$ cat src/rtl/udma_crc_pkg.sv
package udma_crc_pkg;
  localparam int unsigned WORD_W = 16;
  localparam logic [WORD_W-1:0] CRC_POLY = 16'h1021;
  localparam logic [WORD_W-1:0] CRC_SEED = 16'h4ABA;

  typedef logic [WORD_W-1:0] word_t;

  // One whole-word CRC step, data bit 15 first.
  function automatic word_t crc_word_step(word_t cur, word_t din);
    word_t acc;
    logic  fb;
    acc = cur;
    for (int i = WORD_W - 1; i >= 0; i--) begin
      fb  = acc[WORD_W-1] ^ din[i];
      acc = {acc[WORD_W-2:0], 1'b0};
      if (fb) acc = acc ^ CRC_POLY;
    end
    return acc;
  endfunction
endpackage

$ cat src/rtl/udma_first_err.sv
module udma_first_err
  import udma_crc_pkg::*;
#(
  parameter int unsigned IDX_W = 4
) (
  input  logic             clk,
  input  logic             rst_n,
  input  logic             cmd_start,
  input  logic             cmd_end,
  input  logic             ack_drop,
  input  word_t            bus_word,
  input  word_t            dev_crc,
  output logic             err_flag,
  output logic [IDX_W-1:0] err_idx,
  output word_t            err_host,
  output word_t            err_dev,
  output logic             rpt_vld,
  output logic             rpt_err,
  output logic [IDX_W-1:0] rpt_idx
);
  localparam logic [IDX_W-1:0] IDX_MAX = {IDX_W{1'b1}};

  logic [IDX_W-1:0] cnt_q, cnt_d, cap_idx_q, cap_idx_d;
  word_t            cap_host_q, cap_host_d, cap_dev_q, cap_dev_d;
  logic             cmp_q, cmp_d;
  logic             err_q, err_d;
  logic [IDX_W-1:0] eidx_q, eidx_d, ridx_q, ridx_d;
  word_t            ehost_q, ehost_d, edev_q, edev_d;
  logic             rv_q, rv_d, rerr_q, rerr_d;

  always_comb begin
    cnt_d      = cnt_q;
    cap_idx_d  = cap_idx_q;
    cap_host_d = cap_host_q;
    cap_dev_d  = cap_dev_q;
    cmp_d      = 1'b0;
    err_d      = err_q;
    eidx_d     = eidx_q;
    ehost_d    = ehost_q;
    edev_d     = edev_q;
    rv_d       = 1'b0;
    rerr_d     = rerr_q;
    ridx_d     = ridx_q;
    if (ack_drop) begin
      cap_host_d = bus_word;
      cap_dev_d  = dev_crc;
      cap_idx_d  = cnt_q;
      cmp_d      = 1'b1;
      if (cnt_q != IDX_MAX) cnt_d = cnt_q + 1'b1;
    end
    if (cmp_q && !err_q && (cap_host_q != cap_dev_q)) begin
      err_d   = 1'b1;
      eidx_d  = cap_idx_q;
      ehost_d = cap_host_q;
      edev_d  = cap_dev_q;
    end
    if (cmd_end) begin
      rv_d   = 1'b1;
      rerr_d = err_q;
      ridx_d = eidx_q;
    end
    if (cmd_start) begin
      cnt_d   = '0;
      cmp_d   = 1'b0;
      err_d   = 1'b0;
      eidx_d  = '0;
      ehost_d = '0;
      edev_d  = '0;
    end
  end

  always_ff @(posedge clk or negedge rst_n) begin
    if (!rst_n) begin
      cnt_q      <= '0;
      cap_idx_q  <= '0;
      cap_host_q <= '0;
      cap_dev_q  <= '0;
      cmp_q      <= 1'b0;
      err_q      <= 1'b0;
      eidx_q     <= '0;
      ehost_q    <= '0;
      edev_q     <= '0;
      rv_q       <= 1'b0;
      rerr_q     <= 1'b0;
      ridx_q     <= '0;
    end else begin
      cnt_q      <= cnt_d;
      cap_idx_q  <= cap_idx_d;
      cap_host_q <= cap_host_d;
      cap_dev_q  <= cap_dev_d;
      cmp_q      <= cmp_d;
      err_q      <= err_d;
      eidx_q     <= eidx_d;
      ehost_q    <= ehost_d;
      edev_q     <= edev_d;
      rv_q       <= rv_d;
      rerr_q     <= rerr_d;
      ridx_q     <= ridx_d;
    end
  end

  assign err_flag = err_q;
  assign err_idx  = eidx_q;
  assign err_host = ehost_q;
  assign err_dev  = edev_q;
  assign rpt_vld  = rv_q;
  assign rpt_err  = rerr_q;
  assign rpt_idx  = ridx_q;

  p_sticky_r5: assert property (@(posedge clk) disable iff (!rst_n)
    (err_flag && !cmd_start) |=> err_flag && $stable(err_idx) && $stable(err_host) && $stable(err_dev));
  p_clear_r7: assert property (@(posedge clk) disable iff (!rst_n)
    cmd_start |=> !err_flag && cnt_q == '0);
  p_cnt_step_r6: assert property (@(posedge clk) disable iff (!rst_n)
    (ack_drop && !cmd_start && cnt_q != IDX_MAX) |=> cnt_q == $past(cnt_q) + 1'b1);
  p_cnt_sat_r6: assert property (@(posedge clk) disable iff (!rst_n)
    (cnt_q == IDX_MAX && !cmd_start) |=> cnt_q == IDX_MAX);
  p_err_differs_r3: assert property (@(posedge clk) disable iff (!rst_n)
    $rose(err_flag) |-> err_host != err_dev);
  p_report_r8: assert property (@(posedge clk) disable iff (!rst_n)
    cmd_end |=> rpt_vld && rpt_err == $past(err_flag) && rpt_idx == $past(err_idx));
endmodule

$ cat config.mk
export PLATFORM = sky130hd
export DESIGN_NAME = udma_first_err
export DESIGN_NICKNAME = d
export VERILOG_FILES = /design/src/rtl/udma_crc_pkg.sv /design/src/rtl/udma_first_err.sv
export SDC_FILE = /design/constraint.sdc
export NUM_CORES = 1
export LEC_CHECK = 0
export BUFFER_PORTS_ARGS = -buffer_cell sky130_fd_sc_hd__buf_2
export CORE_MARGIN = 5
export CORE_UTILIZATION = 54
export CTS_CLUSTER_DIAMETER = 120
export CTS_CLUSTER_SIZE = 8
export DETAILED_ROUTE_END_ITERATION = 8
export PLACE_DENSITY_LB_ADDON = 0.2
export SYNTH_ARGS = -nofsm -noshare
export SYNTH_HDL_FRONTEND = slang
export SYNTH_SLANG_ARGS = --single-unit
$ cat constraint.sdc
create_clock -name clk -period 1.96 [get_ports clk]
set_input_delay 0.098 -clock clk [delete_from_list [all_inputs] [get_ports clk]]
set_output_delay 0.098 -clock clk [all_outputs]
set_load 0.005 [all_outputs]
**Word level (Yosys, flattened, before mapping)**

Index checks and enable logic that the tools add are counted.
W data, S select, Z words.

- Register bits after elaboration: 84
- Input port bits: 37
- Logic and storage cells: 36

- Add/subtract/negate cells: 1
- Equality and inequality tests: 2
- Multiplexer cells: 14
- Reduce and logical (&&, ||, !) cells: 7

Operators with widths:

| operator | count |
|---|---|
| $mux W16 | 4 |
| $mux W4 | 5 |
| $ne A16 B16 Y1 | 1 |
| $reduce_bool A2 Y1 | 3 |
| $mux W1 | 5 |
| $add A4 B1 Y4 const B | 1 |
| $ne A4 B4 Y1 const B | 1 |
| $logic_and A1 B1 Y1 | 2 |
| $reduce_and A2 Y1 | 1 |
| $logic_not A1 Y1 | 1 |

**Logic depth before layout (Yosys ltp)**

Gate-level depths: netlist of the first run.

- Depth in word-level cells: 5
- Gate-level depth with buffers: 6
- Mapped depth without buffers: 5

**Worst setup path after synthesis of the first run**

No wires, ideal clock.

- Kind: register to register
- Start: reg cap_host_q[4]
- End: reg edev_q[10] (netlist: err_dev[10])
- Setup time: 124 ps
- Arrival time: 1526 ps
- Slack: 310 ps
- Stages on the path, launching flop included: 7
- Period minus slack after synthesis: 1650 ps
- Cells stage by stage: dfrtp_1 -> xnor2_1 -> nand4_1 -> o41ai_2 -> nor2_4 -> buf_6 -> mux2i_1

- Word-level cells in the longest chain between the ends: 3

RTL lines:

| element | RTL line | RTL |
|---|---|---|
| from (decl) | udma_first_err.sv:24 | `word_t cap_host_q, cap_host_d, cap_dev_q, cap_dev_d;` |
| from (signal assigned) | udma_first_err.sv:89 | `cap_host_q <= cap_host_d;` |
| $ne A16 B16 Y1 | udma_first_err.sv:51 | `if (cmp_q && !err_q && (cap_host_q != cap_dev_q)) begin` |
| $logic_and A1 B1 Y1 | udma_first_err.sv:51 |  |
| $reduce_bool A2 Y1 (no line) | - |  |
| to (signal assigned) | udma_first_err.sv:95 | `edev_q <= edev_d;` |
| to (decl) | udma_first_err.sv:28 | `word_t ehost_q, ehost_d, edev_q, edev_d;` |

Every way passes these cells.
A chain may end at the register's enable or synchronous reset.

**Worst setup path after layout of the first run**

- Start: reg cap_dev_q[9]
- End: reg edev_q[13] (netlist: err_dev[13])

- Word-level cells in the longest chain between the ends: 3

RTL lines:

| element | RTL line | RTL |
|---|---|---|
| from (decl) | udma_first_err.sv:24 |  |
| from (signal assigned) | udma_first_err.sv:90 | `cap_dev_q <= cap_dev_d;` |
| $ne A16 B16 Y1 | udma_first_err.sv:51 |  |
| $logic_and A1 B1 Y1 | udma_first_err.sv:51 |  |
| $reduce_bool A2 Y1 (no line) | - |  |

Every way passes these cells.

==> flow_metrics.py, run 1 <==
metrics = {
    "power": {
        "p_clk_share_pct": 35.8,
        "power_mw": 3.85,
        "seqPwrFrac_pct": 50.8,
        "vdd_drop_max_v": 0.000413,
        "power_density_nw_per_um2": 794,
        "p_switching_mw": 0.956,
        "p_int_mw": 2.90,
        "share_comb_of_total_power_pct": 13.3,
        "power_switching_share_pct": 24.8,
        "leakagePower_nw": 2.27,
    },
    "grt": {
        "grt_pass1_vias": 2574,
        "grtUsageTotal_pct": 19.6,
        "grt_pass1_wl_um": 13100,
        "gr-total-overflow": 0,
        "antenna_found_initial": 0,
        "grt_max_degree": 79,
    },
    "run": {
        "cap_violations": 0,
    },
    "routing": {
        "routed_wirelength_um": 8040,
        "vias": 2501,
        "drtAntennaViolNets": 0,
        "drt_iter0_markers": 105,
        "vias_per_cell": 4.97,
        "firstDrtPassIters": 4,
        "wl_per_cell_um": 16.0,
        "drc_errors": 0,
    },
    "timing": {
        "drv_slew": 0,
        "setup_viol": 0,
        "finalCriticalPeriod_ns": 1.82,
        "tightest_slew_ns": 0.583,
        "maxSlewHeadroom_pct": 61.1,
        "finalHoldWorstSlack_ns": 0.222,
        "rsz0062_at_grt": "no",
        "finalCritPeriodShare_pct": 93.0,
        "max_freq_mhz": 549,
        "fin_skew_ns": 0.00841,
        "hold_viol_final": 0,
        "tns_ns": 0,
    },
    "setup_path": {
        "slowest_delay_ns": 0.47,
        "worst_ep_required_time_ns": 2.19,
        "arrival_ns": 2.05,
        "timing.rr.start": "cap_dev_q[9]$_DFFE_PN0P_",
        "path_class": "flop to flop",
        "crit_fanout": 18,
        "cp-start-kind": "flop",
        "ff2ff_path_depth": 6,
        "critPathLaunch": "cap_dev_q[9]$_DFFE_PN0P_",
        "worst_setup_path_end_kind": "flop",
        "crit_path_top_delay_cell": "o41ai_4",
        "path_cells": "xnor2_2 -> nand4_1 -> o41ai_4 -> nor2_4 -> buf_6 -> mux2i_1",
    },
    "logic_synthesis": {
        "synth-seq-cells": 84,
        "synth.area.top_cells": "dfrtp_1 56%, nand2b_1 12%, mux2i_1 9.6%, mux2_2 7.2%, mux2_1 5.1%",
        "synth_area_um2": 3750,
        "synth_largest_area_cell": "dfrtp_1",
        "synth_nets": 327,
        "synth_top_area_share_pct": 56.0,
        "yosys_warnings": 0,
        "ys_seq_area_share_pct": 56.0,
        "synth.distinct_cells": 23,
        "syn_area_per_cell_um2": 13.0,
        "syn-instance-count": 289,
    },
    "outcome": {
        "status": "completed",
    },
    "placement": {
        "post-dp-hpwl_um": 5220,
        "gp_congestion": 0.779,
        "port_buffers": 79,
        "place_inst": 453,
    },
    "cts": {
        "cts_root_buf": "clkbuf_8",
        "clock_latency_ns": 0.35,
        "cts_buffer_depth": 2,
        "cts_max_level": 3,
        "cts_made_buffers": 9,
        "cts_tree": "built",
        "cts.sinks": 84,
        "post_cts_buffers": 0,
        "clk_pin_slew_ns": 0.08,
    },
    "finish": {
        "finalNetCount": 440,
        "multiInputGateArea_um2": 1580,
        "fillCellCount": 500,
        "seq_area_um2": 2100,
        "fin_cells": 503,
        "syn_to_final_growth_pct": 29.3,
        "antenna_cells": 0,
        "drive_above_1_share_pct": 31.2,
        "finish.utilization_pct": 71.4,
    },
    "floorplan": {
        "ioPinCount": 80,
        "row_count": 30,
        "die_width_um": 93.4,
        "die_area_um2": 8720,
        "die_h_um": 93.4,
        "core_area_um2": 6790,
        "start_util_pct": 55.2,
    },
    "worst_hold_path": {
        "hold_path_class": "primary input to async pin",
    },
}
[area by class of cell]
type | count | share of cell area (%)
Sequential cell | 84 | 43.3
Multi-Input combinational cell | 187 | 32.6
Tap cell | 96 | 2.48
Inverter | 2 | 0.155
Clock buffer | 10 | 2.84
Clock inverter | 6 | 1.81
Timing Repair Buffer | 118 | 16.8
[sequential cells by signal, summed over array words and instances, names as in the netlist]
register and count:
cmp_q 1, cap_idx_q 4, err_flag 1, rpt_vld 1, cnt_q 4, err_dev 16
rpt_idx 4, cap_host_q 16, err_host 16, err_idx 4, cap_dev_q 16, rpt_err 1
[through the flow]
stage / cell area [um^2] / worst slack [ns]
after floorplan: 3750 / 0.310
after global placement: 4260 / 0.141
after detailed placement: 4260 / 0.102
after CTS: 4830 / 0.0797
after global routing: 4850 / 0.00839
final: 4850 / 0.137
[Yosys cell counts, drive strengths merged]
cell type and number:
a211oi 1, a21oi 3, and4 1, buf 7
clkbuf 9, dfrtp 84, ha 1, inv 2
mux2 41, mux2i 36, nand2 2, nand2b 72
nand3 2, nand4 5, nor2 2, nor2b 1
nor3 2, o41ai 1, xnor2 16, xor2 1
[power by group through the flow]
stage / sequential [mW] / clock, mW / combinational, mW
floorplan: 1.97 / 0 / 0.279
global placement: 1.99 / 0 / 0.451
detailed placement: 1.99 / 0 / 0.458
CTS: 1.96 / 1.41 / 0.514
global route: 1.98 / 1.46 / 0.568
finish: 1.96 / 1.38 / 0.514
[critical path: cells and delay by family, from the launching register on]
family,cells,cell delay (ns)
AND/OR/NAND/NOR,2,0.27
XOR/XNOR,1,0.17
buffers and inverters,1,0.19
AO/OA/AOI/OAI,1,0.47
flip-flops,1,0.45
multiplexers,1,0.14
[what timing repair did]
item / 4_1_cts / 5_1_grt
resized for setup: 0 / 3
endpoints found under the setup margin: 0 / 18
hold buffers: 34 / 0
endpoints found under the hold margin: 62 / 0
[layout by cell type (no fill, tap or decap), drive strengths merged]
| cell type | netlist | layout |
|---|---|---|
| xnor2 | 16 | 16 |
| nor2b | 1 | 1 |
| inv | 2 | 2 |
| clkbuf | 9 | 10 |
| nand2 | 2 | 2 |
| xor2 | 1 | 1 |
| ha | 1 | 1 |
| buf | 7 | 84 |
| a211oi | 1 | 1 |
| mux2 | 41 | 41 |
| nand2b | 72 | 72 |
| dfrtp | 84 | 84 |
| and4 | 1 | 1 |
| o41ai | 1 | 1 |
| nor2 | 2 | 2 |
| a21oi | 3 | 3 |
| dlygate4sd3 | 0 | 34 |
| bufinv | 0 | 2 |
| nand4 | 5 | 5 |
| nor3 | 2 | 2 |
| mux2i | 36 | 36 |
| nand3 | 2 | 2 |
| clkinv | 0 | 4 |
[kinds of logic after synthesis]
family                   after synthesis  share of synthesized area [%]
AO/OA/AOI/OAI                          5                           1.03
XOR/XNOR                              17                           3.97
adder cells (fa/ha/maj)                1                          0.333
buffers and inverters                 18                           2.40
flip-flops                            84                           56.0
multiplexers                          77                           21.9
AND/OR/NAND/NOR                       87                           14.4
[layer usage]
metal  up-vias  wire length, um  track usage, %
li1       1202                -               -
met1      1239             3720            27.1
met2        49             3890            30.7
met3        11              296            3.30
met4         0              134            8.06
met5         -                0               0
[path summary, 6_finish.rpt]
kind	end	slack (ns)
max	err_dev[13]$_DFFE_PN0P_	0.14
min	cap_dev_q[10]$_DFFE_PN0P_	0.22
max reg2reg	err_dev[13]$_DFFE_PN0P_	0.14
min reg2reg	rpt_idx[2]$_DFFE_PN0P_	0.50
max in group asynchronous	rpt_idx[2]$_DFFE_PN0P_	1.14
min in group clk	cap_host_q[14]$_DFFE_PN0P_	0.28
Note: power is estimated with default switching activity, not from simulation.
==> run 2, diff against run 1 <==
clock period = 1.71 ns   (was 1.96 ns; I/O delays follow)
==> run 2 against run 1 <==
Effect of this change:
- the flow now finishes with violations (setup timing)
- die area is the same
- critical endpoint is now err_idx[1]$_DFFE_PN0P_
- first-iteration DRC count grew 21%
- worst setup slack lost 0.21 ns
- critical path type unchanged
- wire length grew 2.0%
==> flow_metrics.py, run 2 (synthesized netlist as in run 1, its figures left out) <==
metrics = {
    "outcome": {
        "status": "finished with violations",
        "violations": "setup timing",
    },
    "placement": {
        "post-dp-hpwl_um": 5250,
        "gp_congestion": 0.746,
        "place_inst": 454,
        "port_buffers": 79,
        "pre_cts_slack_ns": -0.0658,
    },
    "cts": {
        "cts_max_level": 3,
        "cts.sinks": 84,
        "cts_buffer_depth": 2,
        "clk_pin_slew_ns": 0.08,
        "cts_root_buf": "clkbuf_8",
        "cts_tree": "built",
        "cts_made_buffers": 9,
        "clock_latency_ns": 0.35,
    },
    "routing": {
        "vias": 2528,
        "drt_iter0_markers": 127,
        "met3_length_um": 477,
        "met2_length_um": 3890,
        "firstDrtPassIters": 4,
        "top_layer_used": "met4",
        "wl_per_cell_um": 16.0,
        "drc_errors": 0,
        "routed_wirelength_um": 8200,
        "drtAntennaViolNets": 0,
        "vias_per_cell": 4.93,
        "wl_met1_um": 3690,
    },
    "grt": {
        "grt_max_degree": 53,
        "grtUsageTotal_pct": 20.1,
        "grt_pass1_wl_um": 13100,
        "gr-total-overflow": 0,
        "grt_pass1_vias": 2571,
        "antenna_found_initial": 0,
    },
    "timing": {
        "setup_viol": 36,
        "rsz0062_at_grt": "yes",
        "worst_slack_ns": -0.0709,
        "max_freq_mhz": 562,
        "tns_ns": -1.87,
        "tightest_slew_ns": 0.501,
        "finalCriticalPeriod_ns": 1.78,
        "finalCritPeriodShare_pct": 104,
        "maxSlewHeadroom_pct": 66.6,
        "hold_viol_final": 0,
        "fin_skew_ns": 0.00922,
        "drv_slew": 0,
    },
    "power": {
        "power_mw": 4.50,
        "vdd_drop_max_v": 0.000490,
        "power_density_nw_per_um2": 903,
        "leakagePower_nw": 2.34,
    },
    "setup_path": {
        "timing.rr.start": "cap_dev_q[4]$_DFFE_PN0P_",
        "critPathLaunch": "cap_dev_q[4]$_DFFE_PN0P_",
        "worst_setup_path_end_kind": "flop",
        "path_cells": "xnor2_1 -> nand4_1 -> o41ai_2 -> buf_4 -> nor2_4 -> buf_12 -> mux2i_2",
        "crit_path_top_delay_cell": "dfrtp_1",
        "arrival_ns": 2.05,
        "critPathBufInv": 2,
        "crit_family": "flip-flops",
        "slowest_delay_ns": 0.43,
        "cp-start-kind": "flop",
        "worst_ep_required_time_ns": 1.98,
        "crit_fanout": 9,
        "path_class": "flop to flop",
    },
    "finish": {
        "seq_area_um2": 2100,
        "syn_to_final_growth_pct": 32.8,
        "finish.utilization_pct": 73.4,
        "finalNetCount": 450,
        "drive_above_1_share_pct": 33.8,
        "fillCellCount": 491,
        "final_common_cell": "dfrtp_1",
        "final_cell_mix": "83 x dfrtp_1, 78 x buf_2, 72 x nand2b_1",
        "multiInputGateArea_um2": 1590,
        "antenna_cells": 0,
        "fin_cells": 513,
    },
    "floorplan": {
        "die_area_um2": 8720,
        "die_width_um": 93.4,
        "die_h_um": 93.4,
        "core_area_um2": 6790,
        "start_util_pct": 55.2,
        "row_count": 30,
        "ioPinCount": 80,
    },
    "run": {
        "cap_violations": 0,
    },
    "worst_hold_path": {
        "hold_path_class": "primary input to async pin",
    },
}
[run 2: report_power, final]
group | internal, mW | total [mW] | switching [mW] | leakage, nW
Combinational | 0.374 | 0.638 | 0.264 | 1.14
Sequential | 2.12 | 2.25 | 0.124 | 1.08
Clock | 0.908 | 1.61 | 0.706 | 0.120
[run 2: area by class of cell]
| cell class | count | area share [%] |
|---|---|---|
| flip-flops and latches | 84 | 42.2 |
| clock buffers | 11 | 3.04 |
| well taps | 96 | 2.41 |
| repair buffers | 128 | 18.7 |
| multi-input cells | 187 | 31.9 |
| clock inverters | 5 | 1.66 |
| inverters | 2 | 0.151 |
[run 2: routing by layer]
metal / track usage [%] / vias up
met4: 8.79 / 0
met3: 4.26 / 15
li1: - / 1215
met2: 32.4 / 67
met1: 26.2 / 1231
met5: 0 / -
[run 2: path summary, 6_finish.rpt]
check | end | slack (ns) | depth (start not counted)
worst max-delay path | err_idx[1]$_DFFE_PN0P_ | -0.07 | 7
worst min-delay path | err_dev[9]$_DFFE_PN0P_ | 0.21 | 2
worst max register to register | err_idx[1]$_DFFE_PN0P_ | -0.07 | 7
worst min register to register | rpt_idx[2]$_DFFE_PN0P_ | 0.51 | 1
max in group asynchronous | cap_dev_q[6]$_DFFE_PN0P_ | 0.87 | 3
min in group clk | cnt_q[1]$_DFFE_PN0P_ | 0.23 | 4
[run 2: repair_timing]
item | 4_1_cts | 5_1_grt
endpoints found under the setup margin | 36 | 36
pin swaps | 5 | 2
hold buffers | 34 | 0
resized for setup | 2 | 5
gates cloned | 1 | 0
hold endpoints to repair | 65 | 0
setup buffers | 5 | 3
[run 2: metrics by stage]
stage               hold WS [ns]  area, um^2
detailed placement        0.0600        4300
global route               0.250        4980
global placement          0.0633        4300
floorplan                 -0.210        3750
finish                     0.214        4980
CTS                        0.227        4940
